## config.mk

```make
export PLATFORM = sky130hd
export DESIGN_NAME = coarse_freq_loop
export DESIGN_NICKNAME = d
export VERILOG_FILES = /design/src/rtl/coarse_freq_loop.sv
export SDC_FILE = /design/constraint.sdc
export NUM_CORES = 1
export LEC_CHECK = 0
export BUFFER_PORTS_ARGS = -buffer_cell sky130_fd_sc_hd__buf_4
export CORE_MARGIN = 3
export CORE_UTILIZATION = 27
export DETAILED_ROUTE_END_ITERATION = 10
export PLACE_DENSITY = 0.45
export SYNTH_ARGS = -nofsm -noshare
export SYNTH_HDL_FRONTEND = slang
export SYNTH_SLANG_ARGS = --single-unit
```

## constraint.sdc

```tcl
create_clock -name clk -period 8.1 [get_ports clk]
set_clock_uncertainty 0.05 [all_clocks]
set_input_delay 0.405 -clock clk [delete_from_list [all_inputs] [get_ports clk]]
set_output_delay 0.405 -clock clk [all_outputs]
set_load 0.05 [all_outputs]
```

## src/rtl/coarse_freq_loop.sv

```systemverilog
module coarse_freq_loop #(
  parameter int CNT_W   = 12,
  parameter int CODE_W  = 8,
  parameter int RUN_W   = 4,
  parameter int WIN_LEN = 1024
) (
  input  logic              clk,
  input  logic              rst_n,
  input  logic              tick,
  input  logic [CNT_W-1:0]  target,
  input  logic [CNT_W-1:0]  dz_bound,
  input  logic [RUN_W-1:0]  lock_need,
  output logic [CODE_W-1:0] coarse_code,
  output logic              freq_locked
);
  localparam int WIN_W = (WIN_LEN > 1) ? $clog2(WIN_LEN) : 1;
  localparam logic [WIN_W-1:0]  WIN_LAST = WIN_W'(WIN_LEN - 1);
  localparam logic [CODE_W-1:0] CODE_MID = CODE_W'(1) << (CODE_W - 1);
  localparam logic [CODE_W-1:0] CODE_MAX = '1;

  logic [WIN_W-1:0] win_cnt;
  logic [CNT_W-1:0] edge_cnt, total;
  logic [RUN_W-1:0] in_run, in_next, need;
  logic             out_pend, win_end, step_up, step_dn, in_band;
  logic signed [CNT_W:0] err, dz;

  assign win_end = (win_cnt == WIN_LAST);
  assign total   = (tick && edge_cnt != '1) ? edge_cnt + CNT_W'(1) : edge_cnt;
  assign err     = $signed({1'b0, target}) - $signed({1'b0, total});
  assign dz      = $signed({1'b0, dz_bound});
  assign step_up = err > dz;
  assign step_dn = err < -dz;
  assign in_band = !step_up && !step_dn;
  assign need    = (lock_need == '0) ? RUN_W'(1) : lock_need;
  assign in_next = (in_run == '1) ? in_run : in_run + RUN_W'(1);

  always_ff @(posedge clk) begin
    if (!rst_n) begin
      win_cnt  <= '0;
      edge_cnt <= '0;
    end else if (win_end) begin
      win_cnt  <= '0;
      edge_cnt <= '0;
    end else begin
      win_cnt  <= win_cnt + WIN_W'(1);
      edge_cnt <= total;
    end
  end

  always_ff @(posedge clk) begin
    if (!rst_n) begin
      coarse_code <= CODE_MID;
    end else if (win_end) begin
      if (step_up && coarse_code != CODE_MAX)
        coarse_code <= coarse_code + CODE_W'(1);
      else if (step_dn && coarse_code != '0)
        coarse_code <= coarse_code - CODE_W'(1);
    end
  end

  always_ff @(posedge clk) begin
    if (!rst_n) begin
      in_run      <= '0;
      out_pend    <= 1'b0;
      freq_locked <= 1'b0;
    end else if (win_end) begin
      if (in_band) begin
        in_run   <= in_next;
        out_pend <= 1'b0;
        if (in_next >= need) freq_locked <= 1'b1;
      end else begin
        in_run   <= '0;
        out_pend <= 1'b1;
        if (out_pend) freq_locked <= 1'b0;
      end
    end
  end

  AST_MIDWIN_HOLD: assert property (@(posedge clk) disable iff (!rst_n)
    !win_end |=> $stable(coarse_code) && $stable(freq_locked));
  AST_STEP_SIZE: assert property (@(posedge clk) disable iff (!rst_n)
    win_end |=> (coarse_code - $past(coarse_code) == CODE_W'(1)) ||
                ($past(coarse_code) - coarse_code == CODE_W'(1)) ||
                $stable(coarse_code));
  AST_BAND_HOLD: assert property (@(posedge clk) disable iff (!rst_n)
    win_end && in_band |=> $stable(coarse_code));
  AST_TOP_RAIL: assert property (@(posedge clk) disable iff (!rst_n)
    coarse_code == CODE_MAX && step_up |=> coarse_code == CODE_MAX);
  AST_BOTTOM_RAIL: assert property (@(posedge clk) disable iff (!rst_n)
    coarse_code == '0 && step_dn |=> coarse_code == '0);
  AST_LOCK_RISE: assert property (@(posedge clk) disable iff (!rst_n)
    $rose(freq_locked) |-> $past(in_band));
  AST_LOCK_FALL: assert property (@(posedge clk) disable iff (!rst_n)
    $fell(freq_locked) |-> $past(out_pend) && !$past(in_band));
endmodule

```

==> results.json, run 1 <==
{
  "fin_hold_viols": 0,
  "fillers": 1327,
  "finalWorstPathRequiredPeriod_ns": 7.23,
  "viasPerCell": 4.63,
  "netlist_area_sq_mm": 0.00337,
  "timing.setup.critical_path_class": "flop to flop",
  "core_area_sq_mm": 0.0121,
  "max-vdd-ir-drop_mv": 0.134,
  "dpl_cell_area_sq_mm": 0.00384,
  "drive_above_1_share_pct": 14.4,
  "power-per-cell-area_mw_per_mm2": 147,
  "critical_path.slowest_cell": "sky130_fd_sc_hd__dfxtp_1",
  "timing.max_slew.rel_slack_pct": 56.0,
  "outcome": "finished clean",
  "clockBufferDepth": 2,
  "wl_per_cell_um": 12.5,
  "clk-insertion-delay-late_ns": 0.27,
  "synthesis.yosys.warnings": 0,
  "cts.reportedPaths.clkPinSlew_ns": 0.06,
  "firstDrtPassIters": 4,
  "ys_ff_latch": 36,
  "pin_count_of_the_biggest_net_entering_global_routing": 26,
  "first_global_vias": 2918,
  "worstPathRequired_ns": 8.21,
  "place_congestion": 0.815,
  "worst_setup_path_end_kind": "flop",
  "final_cell_area_excluding_filler_cells_sq_mm": 0.00407,
  "synth-edff-count": 0,
  "layout_commonest_cell": "sky130_fd_sc_hd__ha_1",
  "die_area_sq_mm": 0.0139,
  "dr_wl_met2_um": 3480,
  "grt_antenna_before_repair": 0,
  "synthArstFlopShare_pct": 0,
  "cts_tree": "done",
  "rsz_0062_raised_after_global_routing": "false",
  "ctsHtreeMaxLevel": 2,
  "grt.total_usage_pct": 11.4,
  "finalSetupTns_ns": 0,
  "cap_violations": 0,
  "crit_arrival_ns": 7.34,
  "syn-instance-count": 408,
  "cts_root_buffer": "sky130_fd_sc_hd__clkbuf_16",
  "critPathMaxFanout": 9,
  "hold_ws_ns": 0.413,
  "post-route-period-util_pct": 89.3,
  "drt_wl_total_um": 7710,
  "wire_length_of_the_first_global_routing_pass_um": 13400,
  "ys.flop_type": "sky130_fd_sc_hd__dfxtp_1",
  "met3RoutedLength_um": 269,
  "timing.critical_path.slowest_cell_delay_ns": 0.47,
  "timing_max_transition_violations_final": 0,
  "synthesis.nets": 486,
  "clock-sinks": 36,
  "rows": 40,
  "leakage_power_uw": 0.00182,
  "synth.lib_cells_used.distinct": 57,
  "layout_common_cells": "sky130_fd_sc_hd__ha_1 (45), sky130_fd_sc_hd__buf_4 (41), sky130_fd_sc_hd__dfxtp_1 (36)",
  "post_route_utilization_pct": 33.6,
  "num-nets-final": 527,
  "dr_total_vias": 2864,
  "post_synth.cell_area_avg_sq_um": 8.26,
  "remaining_overflow_grt": 0,
  "die_height_um": 118,
  "timing_worst_slew_pin_value_ns": 0.656,
  "top_layer_used": "met4",
  "areaGrowthSynthToFinish_pct": 21.0,
  "ys_seq_area_share_pct": 21.4,
  "io_pins": 40,
  "number_of_inserted_diodes": 0,
  "achievable-frequency_mhz": 138,
  "initial_drc_count": 83,
  "place.port_buffers": 39,
  "cts_buffers": 5,
  "initial_core_util_pct": 27.8,
  "wl_met1_um": 3820,
  "die_width_um": 118,
  "report.final.setup_viol": 0,
  "critical_path.startpoint_type": "flop",
  "detail_route.drc_violations": 0,
  "dpl.hpwl_um": 6450,
  "antenna_violating_nets_post_route": 0,
  "hold_path_class": "flop to flop"
}
-- registers in the layout, indices dropped and copies added (netlist names) --
signal	cells
edge_cnt	12
out_pend	1
in_run	4
coarse_code	8
freq_locked	1
win_cnt	10
-- worst paths after layout --
kind               startpoint             end  slack (ns)  cells past startpoint
setup / recovery  edge_cnt[2]  coarse_code[7]        0.87                     30
hold / removal     win_cnt[0]      win_cnt[0]        0.41                      1
hold reg to reg    win_cnt[0]      win_cnt[0]        0.41                      1
setup reg to reg  edge_cnt[2]  coarse_code[7]        0.87                     30
-- power by group --
part / leakage (uW) / switching, uW / internal, uW
clock: 0.000104 / 70.0 / 207
sequential: 0.000291 / 2.44 / 180
combinational: 0.00143 / 74.9 / 64.8
-- layout make-up --
cell class / instances / area, sq um / area share (%)
Clock buffer: 5 / 125 / 3.07
Clock inverter: 3 / 90.1 / 2.21
Inverter: 33 / 126 / 3.10
Multi-Input combinational cell: 332 / 2490 / 61.2
Sequential cell: 36 / 721 / 17.7
Tap cell: 168 / 210 / 5.16
Timing Repair Buffer: 41 / 308 / 7.56
-- cell families after synthesis --
kind of cell	after synthesis	synth area share, %
flip-flops	36	21.4
buffers and inverters	40	4.57
adder cells (fa/ha/maj)	51	19.1
multiplexers	12	3.64
AND/OR/NAND/NOR	147	22.5
AO/OA/AOI/OAI	77	17.1
XOR/XNOR	45	11.7
-- what timing repair did --
| item | 4_1_cts | 5_1_grt |
|---|---|---|
| setup endpoints to repair | 0 | 1 |
| setup buffers | 0 | 2 |
| hold buffers | 0 | 0 |
| resized for setup | 0 | 0 |
-- cells in the mapped netlist, types with 7 or more instances --
library cell | number | area share, %
sky130_fd_sc_hd__o21bai_1 | 8 | 1.8
sky130_fd_sc_hd__and2_1 | 8 | 1.5
sky130_fd_sc_hd__mux2i_1 | 10 | 3.0
sky130_fd_sc_hd__nand4_1 | 12 | 2.2
sky130_fd_sc_hd__nor2_1 | 34 | 3.8
sky130_fd_sc_hd__nor4_1 | 7 | 1.3
sky130_fd_sc_hd__xnor2_1 | 30 | 7.8
sky130_fd_sc_hd__ha_1 | 45 | 17
sky130_fd_sc_hd__nand3_1 | 18 | 2.7
sky130_fd_sc_hd__and3_1 | 9 | 1.7
sky130_fd_sc_hd__o21ai_0 | 8 | 1.2
sky130_fd_sc_hd__xor2_1 | 15 | 3.9
sky130_fd_sc_hd__a21oi_1 | 16 | 2.4
sky130_fd_sc_hd__nand2_1 | 34 | 3.8
sky130_fd_sc_hd__dfxtp_1 | 36 | 21
sky130_fd_sc_hd__inv_1 | 32 | 3.6
-- per-stage QoR --
stage / setup WS [ns] / total power, uW / std cells
finish: 0.869 / 599 / 618
detailed placement: 0.672 / 327 / 608
global placement: 0.855 / 326 / 608
CTS: 0.647 / 610 / 616
global route: 0.102 / 636 / 618
floorplan: 1.59 / 285 / 408
-- layer usage --
| metal | GRT usage (%) | vias to the layer above |
|---|---|---|
| met5 | 0 | - |
| met4 | 3.44 | 0 |
| met3 | 1.78 | 9 |
| met2 | 18.8 | 46 |
| met1 | 15.5 | 1278 |
| li1 | - | 1531 |
-- worst max-delay path: cells and delay by family (launching register included) --
family                     cells  cell delay, ns
muxes                          3            0.85
and+or+nand+nor                7            1.24
DFF                            1            0.47
buffers and inverters          1            0.11
AOI/OAI and AO/OA             15            3.14
adders and majority gates      4            1.24
(Power assumes the default switching activity.)
==> run 2: changes to the inputs <==
--- a/config.mk
+++ b/config.mk
@@ -5,7 +5,7 @@
 export SDC_FILE = /design/constraint.sdc
 export NUM_CORES = 1
 export LEC_CHECK = 0
-export BUFFER_PORTS_ARGS = -buffer_cell sky130_fd_sc_hd__buf_4
+export BUFFER_PORTS_ARGS = -buffer_cell sky130_fd_sc_hd__buf_2
 export CORE_MARGIN = 3
 export CORE_UTILIZATION = 27
 export DETAILED_ROUTE_END_ITERATION = 10
==> results.json, run 2 (synthesized netlist as in run 1, its figures left out) <==
{
  "outcome": "finished clean",
  "report.final.setup_viol": 0,
  "crit_arrival_ns": 7.43,
  "grt.total_usage_pct": 11.2,
  "wire_length_of_the_first_global_routing_pass_um": 13300,
  "cts_buffers": 5,
  "wl_per_cell_um": 12.5,
  "antenna_violating_nets_post_route": 0,
  "drt_wl_total_um": 7720,
  "dpl.hpwl_um": 6400,
  "clock_power_share_pct": 40.3,
  "dpl_cell_area_sq_mm": 0.00375,
  "timing_max_transition_violations_final": 0,
  "achievable-frequency_mhz": 137,
  "grt_antenna_before_repair": 0,
  "worst_setup_path_end_kind": "flop",
  "firstDrtPassIters": 4,
  "pin_count_of_the_biggest_net_entering_global_routing": 26,
  "viasPerCell": 4.67,
  "num-nets-final": 528,
  "timing_worst_slew_pin_value_ns": 0.722,
  "rsz_0062_raised_after_global_routing": "false",
  "first_global_vias": 2906,
  "critical_path.startpoint_type": "flop",
  "core_area_sq_mm": 0.0121,
  "max_flop_register": "edge_cnt",
  "place.port_buffers": 39,
  "remaining_overflow_grt": 0,
  "post-route-period-util_pct": 90.4,
  "sequentialPowerShare_pct": 34.1,
  "switchingPower_uw": 149,
  "cap_violations": 0,
  "layout_common_cells": "sky130_fd_sc_hd__ha_1 (45), sky130_fd_sc_hd__buf_2 (39), sky130_fd_sc_hd__dfxtp_1 (36)",
  "clockBufferDepth": 2,
  "max-vdd-ir-drop_mv": 0.0824,
  "fin_hold_viols": 0,
  "finalWorstPathRequiredPeriod_ns": 7.32,
  "biggestRegsByFlops": "edge_cnt: 12 flops, win_cnt: 10 flops, coarse_code: 8 flops",
  "place_congestion": 0.796,
  "largest_reg_flops": 12,
  "final_cell_area_excluding_filler_cells_sq_mm": 0.00394,
  "cts.reportedPaths.clkPinSlew_ns": 0.05,
  "initial_drc_count": 97,
  "critPathMaxFanout": 9,
  "die_area_sq_mm": 0.0139,
  "cp_top_family": "compound AO/OA/AOI/OAI gates",
  "critical_path.n_buffers_inverters": 1,
  "dp_cells": 608,
  "layout.cells.non_filler": 619,
  "cts_tree": "done",
  "timing.max_slew.rel_slack_pct": 51.6,
  "leakage_power_uw": 0.00178,
  "power.share.switching_pct": 27.9,
  "layout_commonest_cell": "sky130_fd_sc_hd__ha_1",
  "timing.critical_path.slowest_cell_delay_ns": 0.48,
  "post_route_utilization_pct": 32.5,
  "intPower_uw": 385,
  "cts_root_buffer": "sky130_fd_sc_hd__clkbuf_16",
  "detail_route.drc_violations": 0,
  "gate_power_share_pct": 25.6,
  "crit_top_cell": "sky130_fd_sc_hd__ha_1",
  "hold_path_class": "flop to flop",
  "areaGrowthSynthToFinish_pct": 16.9,
  "io_pins": 40,
  "clock-sinks": 36,
  "number_of_inserted_diodes": 0,
  "die_width_um": 118,
  "die_height_um": 118,
  "rows": 40,
  "power-per-cell-area_mw_per_mm2": 135,
  "clk-insertion-delay-late_ns": 0.27,
  "finalSetupTns_ns": 0,
  "critical_path.slowest_cell": "sky130_fd_sc_hd__dfxtp_1",
  "initial_core_util_pct": 27.8,
  "drive_above_1_share_pct": 14.6,
  "ctsHtreeMaxLevel": 2,
  "worstPathRequired_ns": 8.21,
  "timing.setup.critical_path_class": "flop to flop",
  "dr_total_vias": 2888
}
## run 2: changes by cell type in the layout (fill, tap and decap cells not counted)
cell                         delta
sky130_fd_sc_hd__buf_4         -38
sky130_fd_sc_hd__buf_2         +39
sky130_fd_sc_hd__clkinvlp_4     +1
sky130_fd_sc_hd__bufinv_16      -2
sky130_fd_sc_hd__clkinv_2       +1
sky130_fd_sc_hd__a2111oi_0      -1
sky130_fd_sc_hd__a2111oi_1      +1
## run 2: tightest hold or removal path, delay by kind of cell, from the launching register on
kind	cells	cell delay [ns]
and+or+nand+nor	1	0.05
DFF	1	0.32
AOI/OAI and AO/OA	1	0.07
## run 2: worst paths after layout
kind	start	end	slack (ns)	cells after the start
min	freq_locked	freq_locked	0.43	2
max	edge_cnt[2]	coarse_code[7]	0.78	31
min reg2reg	freq_locked	freq_locked	0.43	2
max reg2reg	edge_cnt[2]	coarse_code[7]	0.78	31
## run 2: power groups by stage
stage / Clock (uW) / Combinational, uW / Sequential [uW]
finish: 215 / 137 / 182
global route: 231 / 158 / 182
CTS: 222 / 138 / 182
detailed placement: 0 / 137 / 186
global placement: 0 / 136 / 186
floorplan: 0 / 100 / 185
## run 2: per-layer routing
layer,vias up,track usage [%],wire (um)
li1,1529,-,-
met1,1313,14.5,3780
met2,40,19.5,3620
met3,6,2.11,262
met4,0,2.42,59
met5,-,0,0
## run 2: repair_timing
item	4_1_cts	5_1_grt
gates resized for setup	0	1
setup buffers	0	3
hold buffers	0	0
endpoints found under the setup margin	0	1
hold endpoints to repair	0	0
## run 2: final cells by class
cell class	count	area, sq um
Fill cell	1368	8170
Timing Repair Buffer	42	218
Sequential cell	36	721
Clock inverter	3	42.5
Tap cell	168	210
Inverter	33	126
Multi-Input combinational cell	332	2490
Clock buffer	5	125
## run 2: metrics by stage
step | total power [uW] | setup WS, ns | hold WS [ns]
detailed placement | 323 | 0.603 | 0.420
finish | 533 | 0.781 | 0.432
floorplan | 285 | 1.59 | 0.380
global route | 571 | 0.0208 | 0.458
global placement | 322 | 0.841 | 0.404
CTS | 543 | 0.585 | 0.430
